===== config.mk =====
export PLATFORM = sky130hd
export DESIGN_NAME = addr_window_decoder
export DESIGN_NICKNAME = d
export VERILOG_FILES = /design/src/rtl/awd_pkg.sv /design/src/rtl/awd_regfile.sv /design/src/rtl/awd_win_match.sv /design/src/rtl/awd_prio_pick.sv /design/src/rtl/addr_window_decoder.sv
export SDC_FILE = /design/constraint.sdc
export NUM_CORES = 2
export LEC_CHECK = 0
export CAP_MARGIN = 20
export CORE_ASPECT_RATIO = 1.4
export CORE_MARGIN = 3
export CORE_UTILIZATION = 48
export DETAILED_ROUTE_END_ITERATION = 6
export MAX_ROUTING_LAYER = met4
export PLACE_DENSITY_LB_ADDON = 0.15
export RECOVER_POWER = 100
export SYNTH_ARGS = -nofsm -noshare
export SYNTH_HDL_FRONTEND = slang
export SYNTH_HIERARCHICAL = 1
export SYNTH_SLANG_ARGS = --single-unit

===== constraint.sdc =====
create_clock -name clk -period 10.2 [get_ports clk]
set_input_delay 1.02 -clock clk [delete_from_list [all_inputs] [get_ports clk]]
set_output_delay 1.02 -clock clk [all_outputs]
set_load 0.01 [all_outputs]

===== src/rtl/awd_pkg.sv =====
package awd_pkg;
   // word index inside a window's register slot
   localparam int unsigned WORD_CTRL = 0;
   localparam int unsigned WORD_SEC  = 1;
   localparam int unsigned WORD_BASE = 2;
   localparam int unsigned WORD_LAST = 3;
   // bit positions inside the words
   localparam int unsigned CTRL_EN_BIT  = 0;
   localparam int unsigned CTRL_TID_LSB = 8;
   localparam int unsigned PAGE_LSB     = 4;
   localparam int unsigned SEC_W        = 4;
   localparam int unsigned SEC_REGWR    = 0;
   localparam int unsigned SEC_REGRD    = 1;
   localparam int unsigned SEC_WR       = 2;
   localparam int unsigned SEC_RD       = 3;
   localparam int unsigned SLOT_BYTES_LOG2 = 5;
endpackage


===== src/rtl/awd_regfile.sv =====
module awd_regfile
   import awd_pkg::*;
#(
   parameter int unsigned NUM_WIN = 16,
   parameter int unsigned TID_W   = 4,
   parameter int unsigned PAGE_W  = 28,
   parameter int unsigned REG_AW  = 9
) (
   input  logic                             clk,
   input  logic                             rst_n,
   input  logic                             wr_en,
   input  logic                             rd_en,
   input  logic [REG_AW-1:0]                addr,
   input  logic [31:0]                      wdata,
   input  logic                             secure,
   output logic [31:0]                      rdata,
   output logic [NUM_WIN-1:0]               win_en,
   output logic [NUM_WIN-1:0][TID_W-1:0]    win_tid,
   output logic [NUM_WIN-1:0][PAGE_W-1:0]   win_base,
   output logic [NUM_WIN-1:0][PAGE_W-1:0]   win_last,
   output logic [NUM_WIN-1:0][SEC_W-1:0]    win_sec
);
   localparam int unsigned SLOT_W = REG_AW - SLOT_BYTES_LOG2;

   logic [SLOT_W-1:0] slot;
   logic [2:0]        word;
   assign slot = addr[REG_AW-1:SLOT_BYTES_LOG2];
   assign word = addr[SLOT_BYTES_LOG2-1:2];

   logic [NUM_WIN-1:0][31:0] rd_ctrl, rd_sec, rd_base, rd_last;

   for (genvar i = 0; i < NUM_WIN; i++) begin : g_win
      logic sel_wr;
      assign sel_wr = wr_en && (slot == SLOT_W'(i)) &&
                      (secure || !win_sec[i][SEC_REGWR]);

      if (i == 0) begin : g_cfg
         assign win_en[i] = 1'b1;
      end else begin : g_gen
         always_ff @(posedge clk or negedge rst_n) begin
            if (!rst_n)
               win_en[i] <= 1'b0;
            else if (sel_wr && word == 3'(WORD_CTRL))
               win_en[i] <= wdata[CTRL_EN_BIT];
         end
      end

      always_ff @(posedge clk or negedge rst_n) begin
         if (!rst_n) begin
            win_tid[i]  <= '0;
            win_sec[i]  <= '0;
            win_base[i] <= '0;
            win_last[i] <= '0;
         end else if (sel_wr) begin
            case (word)
               3'(WORD_CTRL): win_tid[i]  <= wdata[CTRL_TID_LSB +: TID_W];
               3'(WORD_SEC):  win_sec[i]  <= wdata[SEC_W-1:0];
               3'(WORD_BASE): win_base[i] <= wdata[PAGE_LSB +: PAGE_W];
               3'(WORD_LAST): win_last[i] <= wdata[PAGE_LSB +: PAGE_W];
               default: ;
            endcase
         end
      end

      always_comb begin
         rd_ctrl[i] = '0;
         rd_ctrl[i][CTRL_EN_BIT] = win_en[i];
         rd_ctrl[i][CTRL_TID_LSB +: TID_W] = win_tid[i];
         rd_sec[i]  = 32'(win_sec[i]);
         rd_base[i] = '0;
         rd_base[i][PAGE_LSB +: PAGE_W] = win_base[i];
         rd_last[i] = '0;
         rd_last[i][PAGE_LSB +: PAGE_W] = win_last[i];
      end
   end

   logic [31:0] rd_word;
   always_comb begin
      rd_word = '0;
      if (32'(slot) < NUM_WIN) begin
         if (secure || !win_sec[slot][SEC_REGRD]) begin
            case (word)
               3'(WORD_CTRL): rd_word = rd_ctrl[slot];
               3'(WORD_SEC):  rd_word = rd_sec[slot];
               3'(WORD_BASE): rd_word = rd_base[slot];
               3'(WORD_LAST): rd_word = rd_last[slot];
               default:       rd_word = '0;
            endcase
         end
      end
   end

   always_ff @(posedge clk or negedge rst_n) begin
      if (!rst_n)     rdata <= '0;
      else if (rd_en) rdata <= rd_word;
   end
endmodule


===== src/rtl/awd_win_match.sv =====
module awd_win_match #(
   parameter int unsigned PAGE_W     = 28,
   parameter bit          FIXED_SIZE = 1'b0,
   parameter int unsigned FIX_PAGES  = 16
) (
   input  logic              en,
   input  logic [PAGE_W-1:0] addr_pg,
   input  logic [PAGE_W-1:0] base_pg,
   input  logic [PAGE_W-1:0] last_pg,
   output logic              hit
);
   logic above_base;
   assign above_base = (addr_pg >= base_pg);

   if (FIXED_SIZE) begin : g_fixed
      logic [PAGE_W-1:0] offset_pg;
      logic              unused_last;
      assign offset_pg   = addr_pg - base_pg;
      assign unused_last = ^last_pg;
      assign hit = en && above_base && (offset_pg < PAGE_W'(FIX_PAGES));
   end else begin : g_range
      assign hit = en && above_base && (addr_pg <= last_pg);
   end
endmodule


===== src/rtl/awd_prio_pick.sv =====
module awd_prio_pick #(
   parameter int unsigned N     = 16,
   parameter int unsigned IDX_W = (N > 1) ? $clog2(N) : 1
) (
   input  logic [N-1:0]     req,
   output logic             any,
   output logic [IDX_W-1:0] idx
);
   always_comb begin
      idx = '0;
      for (int i = N - 1; i >= 0; i--) begin
         if (req[i]) idx = IDX_W'(i);
      end
   end
   assign any = |req;
endmodule


===== src/rtl/addr_window_decoder.sv =====
module addr_window_decoder
   import awd_pkg::*;
#(
   parameter int unsigned NUM_WIN      = 16,
   parameter int unsigned ADDR_W       = 48,
   parameter int unsigned TID_W        = 4,
   parameter int unsigned GRAN_LOG2    = 20,
   parameter int unsigned CFG_SIZE_LOG2 = 24,
   parameter int unsigned WIN_W        = $clog2(NUM_WIN),
   parameter int unsigned REG_AW       = WIN_W + SLOT_BYTES_LOG2
) (
   input  logic              clk,
   input  logic              rst_n,
   input  logic              reg_wr_en,
   input  logic              reg_rd_en,
   input  logic [REG_AW-1:0] reg_addr,
   input  logic [31:0]       reg_wdata,
   input  logic              reg_secure,
   output logic [31:0]       reg_rdata,
   input  logic [ADDR_W-1:0] dec_addr,
   input  logic              dec_is_write,
   input  logic              dec_secure,
   output logic              dec_hit,
   output logic              dec_sec_err,
   output logic [WIN_W-1:0]  dec_win,
   output logic [TID_W-1:0]  dec_target
);
   localparam int unsigned PAGE_W    = ADDR_W - GRAN_LOG2;
   localparam int unsigned CFG_PAGES = 1 << (CFG_SIZE_LOG2 - GRAN_LOG2);

   if (NUM_WIN < 2 || (1 << WIN_W) != NUM_WIN) begin : g_bad_num
      $error("NUM_WIN must be a power of two, at least 2");
   end
   if (PAGE_LSB + PAGE_W > 32) begin : g_bad_page
      $error("page field does not fit a 32-bit word");
   end
   if (CTRL_TID_LSB + TID_W > 32) begin : g_bad_tid
      $error("target field does not fit the control word");
   end
   if (CFG_SIZE_LOG2 < GRAN_LOG2) begin : g_bad_cfg
      $error("configuration window smaller than one page");
   end

   logic [NUM_WIN-1:0]              win_en;
   logic [NUM_WIN-1:0][TID_W-1:0]   win_tid;
   logic [NUM_WIN-1:0][PAGE_W-1:0]  win_base;
   logic [NUM_WIN-1:0][PAGE_W-1:0]  win_last;
   logic [NUM_WIN-1:0][SEC_W-1:0]   win_sec;

   awd_regfile #(
      .NUM_WIN(NUM_WIN), .TID_W(TID_W), .PAGE_W(PAGE_W), .REG_AW(REG_AW)
   ) u_regs (
      .clk(clk), .rst_n(rst_n),
      .wr_en(reg_wr_en), .rd_en(reg_rd_en), .addr(reg_addr),
      .wdata(reg_wdata), .secure(reg_secure), .rdata(reg_rdata),
      .win_en(win_en), .win_tid(win_tid), .win_base(win_base),
      .win_last(win_last), .win_sec(win_sec)
   );

   logic [PAGE_W-1:0]  addr_pg;
   logic [NUM_WIN-1:0] win_hit;
   assign addr_pg = dec_addr[ADDR_W-1 -: PAGE_W];

   for (genvar i = 0; i < NUM_WIN; i++) begin : g_match
      awd_win_match #(
         .PAGE_W(PAGE_W), .FIXED_SIZE(i == 0), .FIX_PAGES(CFG_PAGES)
      ) u_match (
         .en(win_en[i]), .addr_pg(addr_pg), .base_pg(win_base[i]),
         .last_pg(win_last[i]), .hit(win_hit[i])
      );
   end

   logic             any_hit;
   logic [WIN_W-1:0] sel;

   awd_prio_pick #(.N(NUM_WIN), .IDX_W(WIN_W)) u_pick (
      .req(win_hit), .any(any_hit), .idx(sel)
   );

   logic need_sec, violation;
   assign need_sec  = dec_is_write ? win_sec[sel][SEC_WR] : win_sec[sel][SEC_RD];
   assign violation = any_hit && need_sec && !dec_secure;

   assign dec_hit     = any_hit && !violation;
   assign dec_sec_err = violation;
   assign dec_win     = any_hit ? sel : '0;
   assign dec_target  = dec_hit ? win_tid[sel] : '0;
endmodule


[After elaboration in Yosys (flattened, before gate mapping)]
Cells that the tools add are included.
Storage, ports and cells
  bits in registers: 1071
  logic and storage cells: 352
Cells by class
  add/subtract/negate cells: 1
  magnitude comparators: 34
  equal/unequal tests: 18
  mux-type cells: 35
  reductions and logical operators: 184
Operators with widths (number)
  $bmux W32 S4: 4
  $ge A28 B28 Y1: 16
  $le A28 B28 Y1: 15
  $mux W32: 5
  $pmux W32 S4: 1
  $reduce_and A2 Y1: 64
  $logic_and A1 B1 Y1: 81
  $mux W4: 20
  $bmux W4 S4: 3
  $eq A4 B4 Y1 const B: 8
  $lt A28 B5 Y1 const B: 1
  $sub A28 B28 Y28: 1
  $logic_not A1 Y1: 19
  $logic_or A1 B1 Y1: 17
  $eq A4 B3 Y1 const B: 4
  $reduce_or A16 Y1: 1
  $lt A4 B5 Y1 const B: 2
  $eq A4 B2 Y1 const B: 2
  $eq A3 B2 Y1 const B: 2
  $eq A4 B1 Y1 const B: 1
  $logic_not A4 Y1: 1
  $eq A3 B1 Y1 const B: 1
  $logic_not A3 Y1: 1
  $mux W2: 1
  $mux W1: 1

[Longest topological paths before layout]
  depth in word-level cells: 27
  mapped depth: 21

[Modules after synthesis]
Netlist, hierarchy kept.
By module, submodules not included
  awd_regfile: times used 1, cells each 3001, area an instance 48282.6 sq um
  awd_win_match (g_match[10].u_match ...): times used 15, cells each 201, area an instance 1412.6 sq um
  awd_win_match (g_match[0].u_match): times used 1, cells each 288, area an instance 1881.8 sq um
  addr_window_decoder: times used 1, cells each 62, area an instance 912.1 sq um
  awd_prio_pick: times used 1, cells each 34, area an instance 176.4 sq um

[Worst setup path after synthesis]
No wires, ideal clock.
  kind: input port to output port
  from: input dec_addr[26]
  to: output dec_sec_err
  data arrival time: 5.017 ns
  required time: 9.180 ns
  path slack: 4.163 ns
  stages on the path: 20
  cell sequence: ha_1 -> buf_6 -> a21oi_4 -> o22ai_1 -> or3_1 -> a2111oi_2 -> nand4_1 -> nor4_1 -> nand4_1 -> a2111o_1 -> nor4_2 -> nor3_1 -> nand3_1 -> o22ai_1 -> buf_6 -> buf_12 -> mux2i_1 -> mux4_2 -> a221oi_4 -> and3_1
Between the ends
  elaborated cells on any way between the ends: 86
RTL lines
  start: declaration: line addr_window_decoder.sv:20  | input logic [ADDR_W-1:0] dec_addr,
  $sub A28 B28 Y28: line awd_win_match.sv:18  | assign offset_pg = addr_pg - base_pg;
  $lt A28 B5 Y1: line awd_win_match.sv:20  | assign hit = en && above_base && (offset_pg < PAGE_W'(FIX_PAGES));
  $logic_and A1 B1 Y1 *: line awd_win_match.sv:20
  net win_hit[0]: line addr_window_decoder.sv:61  | logic [NUM_WIN-1:0] win_hit;
  $mux W4 *: line awd_prio_pick.sv:12  | if (req[i]) idx = IDX_W'(i);
  net sel[0]: line addr_window_decoder.sv:74  | logic [WIN_W-1:0] sel;
  $bmux W4 S4 *: line addr_window_decoder.sv:81  | assign need_sec = dec_is_write ? win_sec[sel][SEC_WR] : win_sec[sel][SEC_RD];
  $mux W4 (not written as such) *: line addr_window_decoder.sv:81
  $mux W1 *: line addr_window_decoder.sv:81
  $logic_and A1 B1 Y1 * (2 in a row): line addr_window_decoder.sv:82  | assign violation = any_hit && need_sec && !dec_secure;
  end: declaration: line addr_window_decoder.sv:24  | output logic dec_sec_err,
Mark *: on every way through the listed nets, which the timed path passes. The rest lies on a longest branch. The select of a mux whose other input is x is not followed.

[Worst setup path in the final report]
  from: input reg_addr[6]
  to: register u_regs.rdata[9]
Between the ends
  longest elaborated chain between the ends: 5
  elaborated cells on any way between the ends: 14
RTL lines
  start: declaration: line addr_window_decoder.sv:16  | input logic [REG_AW-1:0] reg_addr,
  branches (longest 4 deep; another with $bmux W32 S4)
  $mux W32 *: line awd_regfile.sv:81  | if (secure || !win_sec[slot][SEC_REGRD]) begin
  end signal: assignment: line awd_regfile.sv:95  | else if (rd_en) rdata <= rd_word;
  end: declaration: line awd_regfile.sv:16  | output logic [31:0] rdata,
Mark *: on every way between the ends. The select of a mux whose other input is x is not followed.
A chain may end at the register's enable or synchronous reset.

==> reports/qor.txt <==
OUTCOME
-------------------------------------------------------------------------------------------------
Outcome ............................................................................ finished with violations
Violated checks .................................................................... max-capacitance violations, max-slew violations

FINAL LAYOUT
-------------------------------------------------------------------------------------------------
Filler cells .......................................................................       13,120
Final cell count without fillers ...................................................        8,530
Fraction of final layout cells sized beyond drive strength 1 .......................       25.38%
Sequential cell area ............................................................... 26,800 sq um
Combined area of the multi-input logic cells ....................................... 40,850 sq um
Net total in the final layout ......................................................        7,440
Synthesis-to-finish area growth ....................................................       9.667%

SYNTHESIS
-------------------------------------------------------------------------------------------------
Fraction of registers with async set or reset after synthesis ......................       100.0%
Synthesized netlist cell count .....................................................        6,400
Number of nets in the synthesized netlist ..........................................        7,364
Post-synthesis average cell area ...................................................  11.32 sq um
Leading cell types by total area after synthesis ................................... sky130_fd_sc_hd__dfrtp_1 37%, sky130_fd_sc_hd__ha_1 15%, sky130_fd_sc_hd__mux2_2 15%, sky130_fd_sc_hd__mux4_2 9.3%, sky130_fd_sc_hd__inv_1 4.7%
Fraction of post-synthesis cell area in the top cell type by area ..................       37.00%
EDFF count, synth ..................................................................            0
Cell type with the highest aggregate area in the netlist ........................... sky130_fd_sc_hd__dfrtp_1
Cell with the most instances after synthesis ....................................... sky130_fd_sc_hd__dfrtp_1
Most numerous cell types in the synthesized netlist ................................ 1,071 x sky130_fd_sc_hd__dfrtp_1, 960 x sky130_fd_sc_hd__mux2_2, 914 x sky130_fd_sc_hd__inv_1
Ys flop type ....................................................................... sky130_fd_sc_hd__dfrtp_1
Share of the yosys chip area belonging to registers ................................       37.00%
Synth Register Bits ................................................................        1,071
Count of synthesis-stage warnings from yosys .......................................            6
Netlist Area Pre-Place ............................................................. 72,440 sq um
Number of distinct library cell variants in the gate-level netlist after synthesis .           84

ROUTING
-------------------------------------------------------------------------------------------------
Via count ..........................................................................       51,520
Via/cell ratio .....................................................................        6.040
Routed wire length per instance .................................................... 26.71 microns
Remaining number of nets flagged by the antenna check after routing ................            0
Length of the first detailed-routing pass in iterations ............................            5
Total routed wirelength ............................................................     227.9 mm
Starting DRC count in detailed routing .............................................        3,485
Number of design rule violations left after detail routing .........................            0

GLOBAL ROUTE
-------------------------------------------------------------------------------------------------
Initial antenna violation count ....................................................            2
First-pass GRT wire length .........................................................     339.1 mm
Global router's overall resource usage .............................................       29.99%
Most used routing layer in global routing ..........................................         met2
Total congestion overflow after global routing .....................................            0
Global-route met1 utilization ......................................................       36.29%
Global routing met3 resource utilization ...........................................       2.787%
Met2 routing resource usage after global routing ...................................       49.64%
Largest net degree at the start of global routing ..................................          162
Via count of the first global-routing pass .........................................       52,540

STA
-------------------------------------------------------------------------------------------------
Max-Slew Margin vs Limit ...........................................................      -296.4%
Clock tree skew after final layout .................................................   0.03041 ns
Worst hold slack across all endpoints ..............................................    0.4930 ns
Shortest clock period the worst path allows after layout ...........................     9.188 ns
Transition time at the pin with the least slew margin ..............................     5.946 ns
Final Setup Violations .............................................................            0
Count of endpoints failing hold in the final timing report .........................            0
Final clock period utilization by the worst path ...................................       90.08%
Max-slew violation count ...........................................................        1,553
Total Neg Setup Slack ..............................................................         0 ns
Maximum frequency from static timing analysis ......................................    108.8 MHz
Unrepaired setup endpoints after global routing ....................................           no

POWER AND IR DROP
-------------------------------------------------------------------------------------------------
Static leakage .....................................................................     35.48 nW
Power per cell area ................................................................ 148.8 nW/um^2
Worst supply voltage drop on vdd ...................................................     137.1 uV

CLOCK TREE
-------------------------------------------------------------------------------------------------
Max H-tree Level ...................................................................            3
CTS clock-pin slew for the worst setup and hold paths ..............................      0.06 ns
Number of clock buffers inserted by TritonCTS ......................................          114
Sink count of the clock tree .......................................................        1,071
Buffer count from post-CTS setup fixing ............................................            0
TritonCTS clock tree ...............................................................         done
Clock latency at the later pin of the worst-skew pair ..............................      0.76 ns
Clock tree buffer depth ............................................................            3
Resize count post-CTS ..............................................................            0
Hold-fix buffer count after cts ....................................................            0
Cell at the root of the clock tree ................................................. sky130_fd_sc_hd__clkbuf_16

CRITICAL PATH
-------------------------------------------------------------------------------------------------
Dominant cell type by count on the critical path ................................... sky130_fd_sc_hd__clkbuf_1
Worst-path cell with the longest stage delay ....................................... sky130_fd_sc_hd__clkbuf_1
Type of the setup path with the least slack ........................................ primary input to flop
Worst path cell trace .............................................................. clkbuf_1 -> clkbuf_1 -> clkbuf_2 -> mux4_2 -> a22oi_1 -> a21oi_1 -> a311oi_1 -> o22ai_1
Critical Path Max Stage Delay ......................................................      3.45 ns
Arrival @ worst endpoint ...........................................................      9.73 ns
Top fanout value on the critical path ..............................................           60
Required time at the worst-slack endpoint ..........................................     10.74 ns
Nature of the critical path startpoint ............................................. primary input
Family with the most delay on the worst path ....................................... buffers and inverters
Category of the worst setup path capture point .....................................         flop
Buffering stage count on the worst path with inverters included ....................            3

FLOORPLANNING
-------------------------------------------------------------------------------------------------
Rows ...............................................................................          168
Starting Density ...................................................................       48.34%
Std-Cell Core Area ................................................................. 149,900 sq um
Horiz. Die Dim ..................................................................... 334.3 microns
Top-level port count ...............................................................          138
Area enclosed by the die boundary .................................................. 155,700 sq um
Die Height ......................................................................... 465.7 microns

PLACEMENT
-------------------------------------------------------------------------------------------------
Count of input and output buffers ..................................................          115
Post-Place Cells ...................................................................        8,307
Routability cong. ..................................................................       0.9368
Post-detailed-placement half-perimeter wirelength ..................................     167.7 mm

RUN
-------------------------------------------------------------------------------------------------
Maxcap violations ..................................................................           44

HOLD PATH
-------------------------------------------------------------------------------------------------
Worst hold path class .............................................................. flop to flop

logic make-up (layout without fill, tap and decap cells):
logic type,Yosys count,after routing,synth area share [%]
AOI/OAI and AO/OA,884,884,7.411
xor gates and xnor gates,9,9,0.1088
adders and majority gates,868,868,14.99
buffers and inverters,1197,1369,6.586
DFF,1071,1071,37.00
muxes,1413,1413,26.78
other,1,4,0.005177
and+or+nand+nor,957,957,7.125
layout make-up:
class,count,share of cell area [%]
clock inverter,53,0.8473
clock buffer,159,4.210
sequential,1071,33.73
timing repair buffer,243,2.388
tap,1955,3.079
multi-input combinational,4132,51.41
inverter,914,4.318
antenna,3,0.009450
report_power, final:
part	internal (mW)	switching [mW]	total [mW]
Sequential	4.59	0.273	4.86
Clock	2.62	1.88	4.49
Combinational	1.07	1.39	2.46
Total	8.28	3.54	11.8
stage by stage:
step                setup WS [ns]  utilization (%)  cell area (sq um)  power, mW
finish                      1.012            53.01              79440      11.82
global route               0.6370            53.01              79440      12.38
floorplan                   4.163                -              72440      6.475
global placement            1.585            50.47              75650      7.318
CTS                         1.531            53.18              79700      11.92
detailed placement          1.541            50.50              75690      7.395
per-layer routing:
metal / part of all wire (%) / routed length, microns
met2: 49 / 111200
met4: 6.5 / 14900
met5: 0 / 0
met3: 3.7 / 8452
met1: 41 / 93330
worst reg2reg max path: cells and delay by family (launching register included):
| kind | cells | cell delay, ns |
|---|---|---|
| flops | 1 | 0.40 |
| compound gates | 1 | 1.80 |
| mux | 1 | 0.84 |
| simple gates | 1 | 1.83 |
cell usage in the layout, fill, tap and decap left out, types with 36 or more instances in the layout:
master,instances
sky130_fd_sc_hd__a221oi_1,45
sky130_fd_sc_hd__ha_1,868
sky130_fd_sc_hd__a21oi_1,443
sky130_fd_sc_hd__nand4_1,177
sky130_fd_sc_hd__dfrtp_1,1071
sky130_fd_sc_hd__o21ai_0,106
sky130_fd_sc_hd__nand2_1,320
sky130_fd_sc_hd__clkdlybuf4s50_1,43
sky130_fd_sc_hd__o22ai_1,58
sky130_fd_sc_hd__nor2_1,96
sky130_fd_sc_hd__nor2b_1,36
sky130_fd_sc_hd__clkbuf_1,48
sky130_fd_sc_hd__mux2_1,84
sky130_fd_sc_hd__mux2_2,959
sky130_fd_sc_hd__mux2i_1,58
sky130_fd_sc_hd__nand3_1,100
sky130_fd_sc_hd__clkbuf_16,116
sky130_fd_sc_hd__nor3_1,73
sky130_fd_sc_hd__o211ai_1,65
sky130_fd_sc_hd__buf_4,87
sky130_fd_sc_hd__inv_1,913
sky130_fd_sc_hd__mux4_2,300
path summary, 6_finish.rpt:
check	startpoint	endpoint	slack [ns]	cells past startpoint
setup / recovery	reg_addr[6]	u_regs/rdata[9]$_DFFE_PN0P_	1.01	8
hold / removal	u_regs/win_last[20]$_DFFE_PN0P_	u_regs/win_last[20]$_DFFE_PN0P_	0.49	1
setup reg to reg	u_regs/win_sec[0]$_DFFE_PN0P_	u_regs/win_base[16]$_DFFE_PN0P_	5.19	3
hold reg to reg	u_regs/win_last[20]$_DFFE_PN0P_	u_regs/win_last[20]$_DFFE_PN0P_	0.49	1
max in group asynchronous	rst_n	u_regs/win_tid[52]$_DFFE_PN0P_	1.99	2
min in group asynchronous	rst_n	u_regs/win_base[343]$_DFFE_PN0P_	2.41	1
state kept, by name (all words and copies together), names as in the netlist:
name	flops
u_regs/win_en	15
u_regs/win_base	448
u_regs/win_last	448
u_regs/win_sec	64
u_regs/win_tid	64
u_regs/rdata	32
Power figures use the tool's default switching activity.
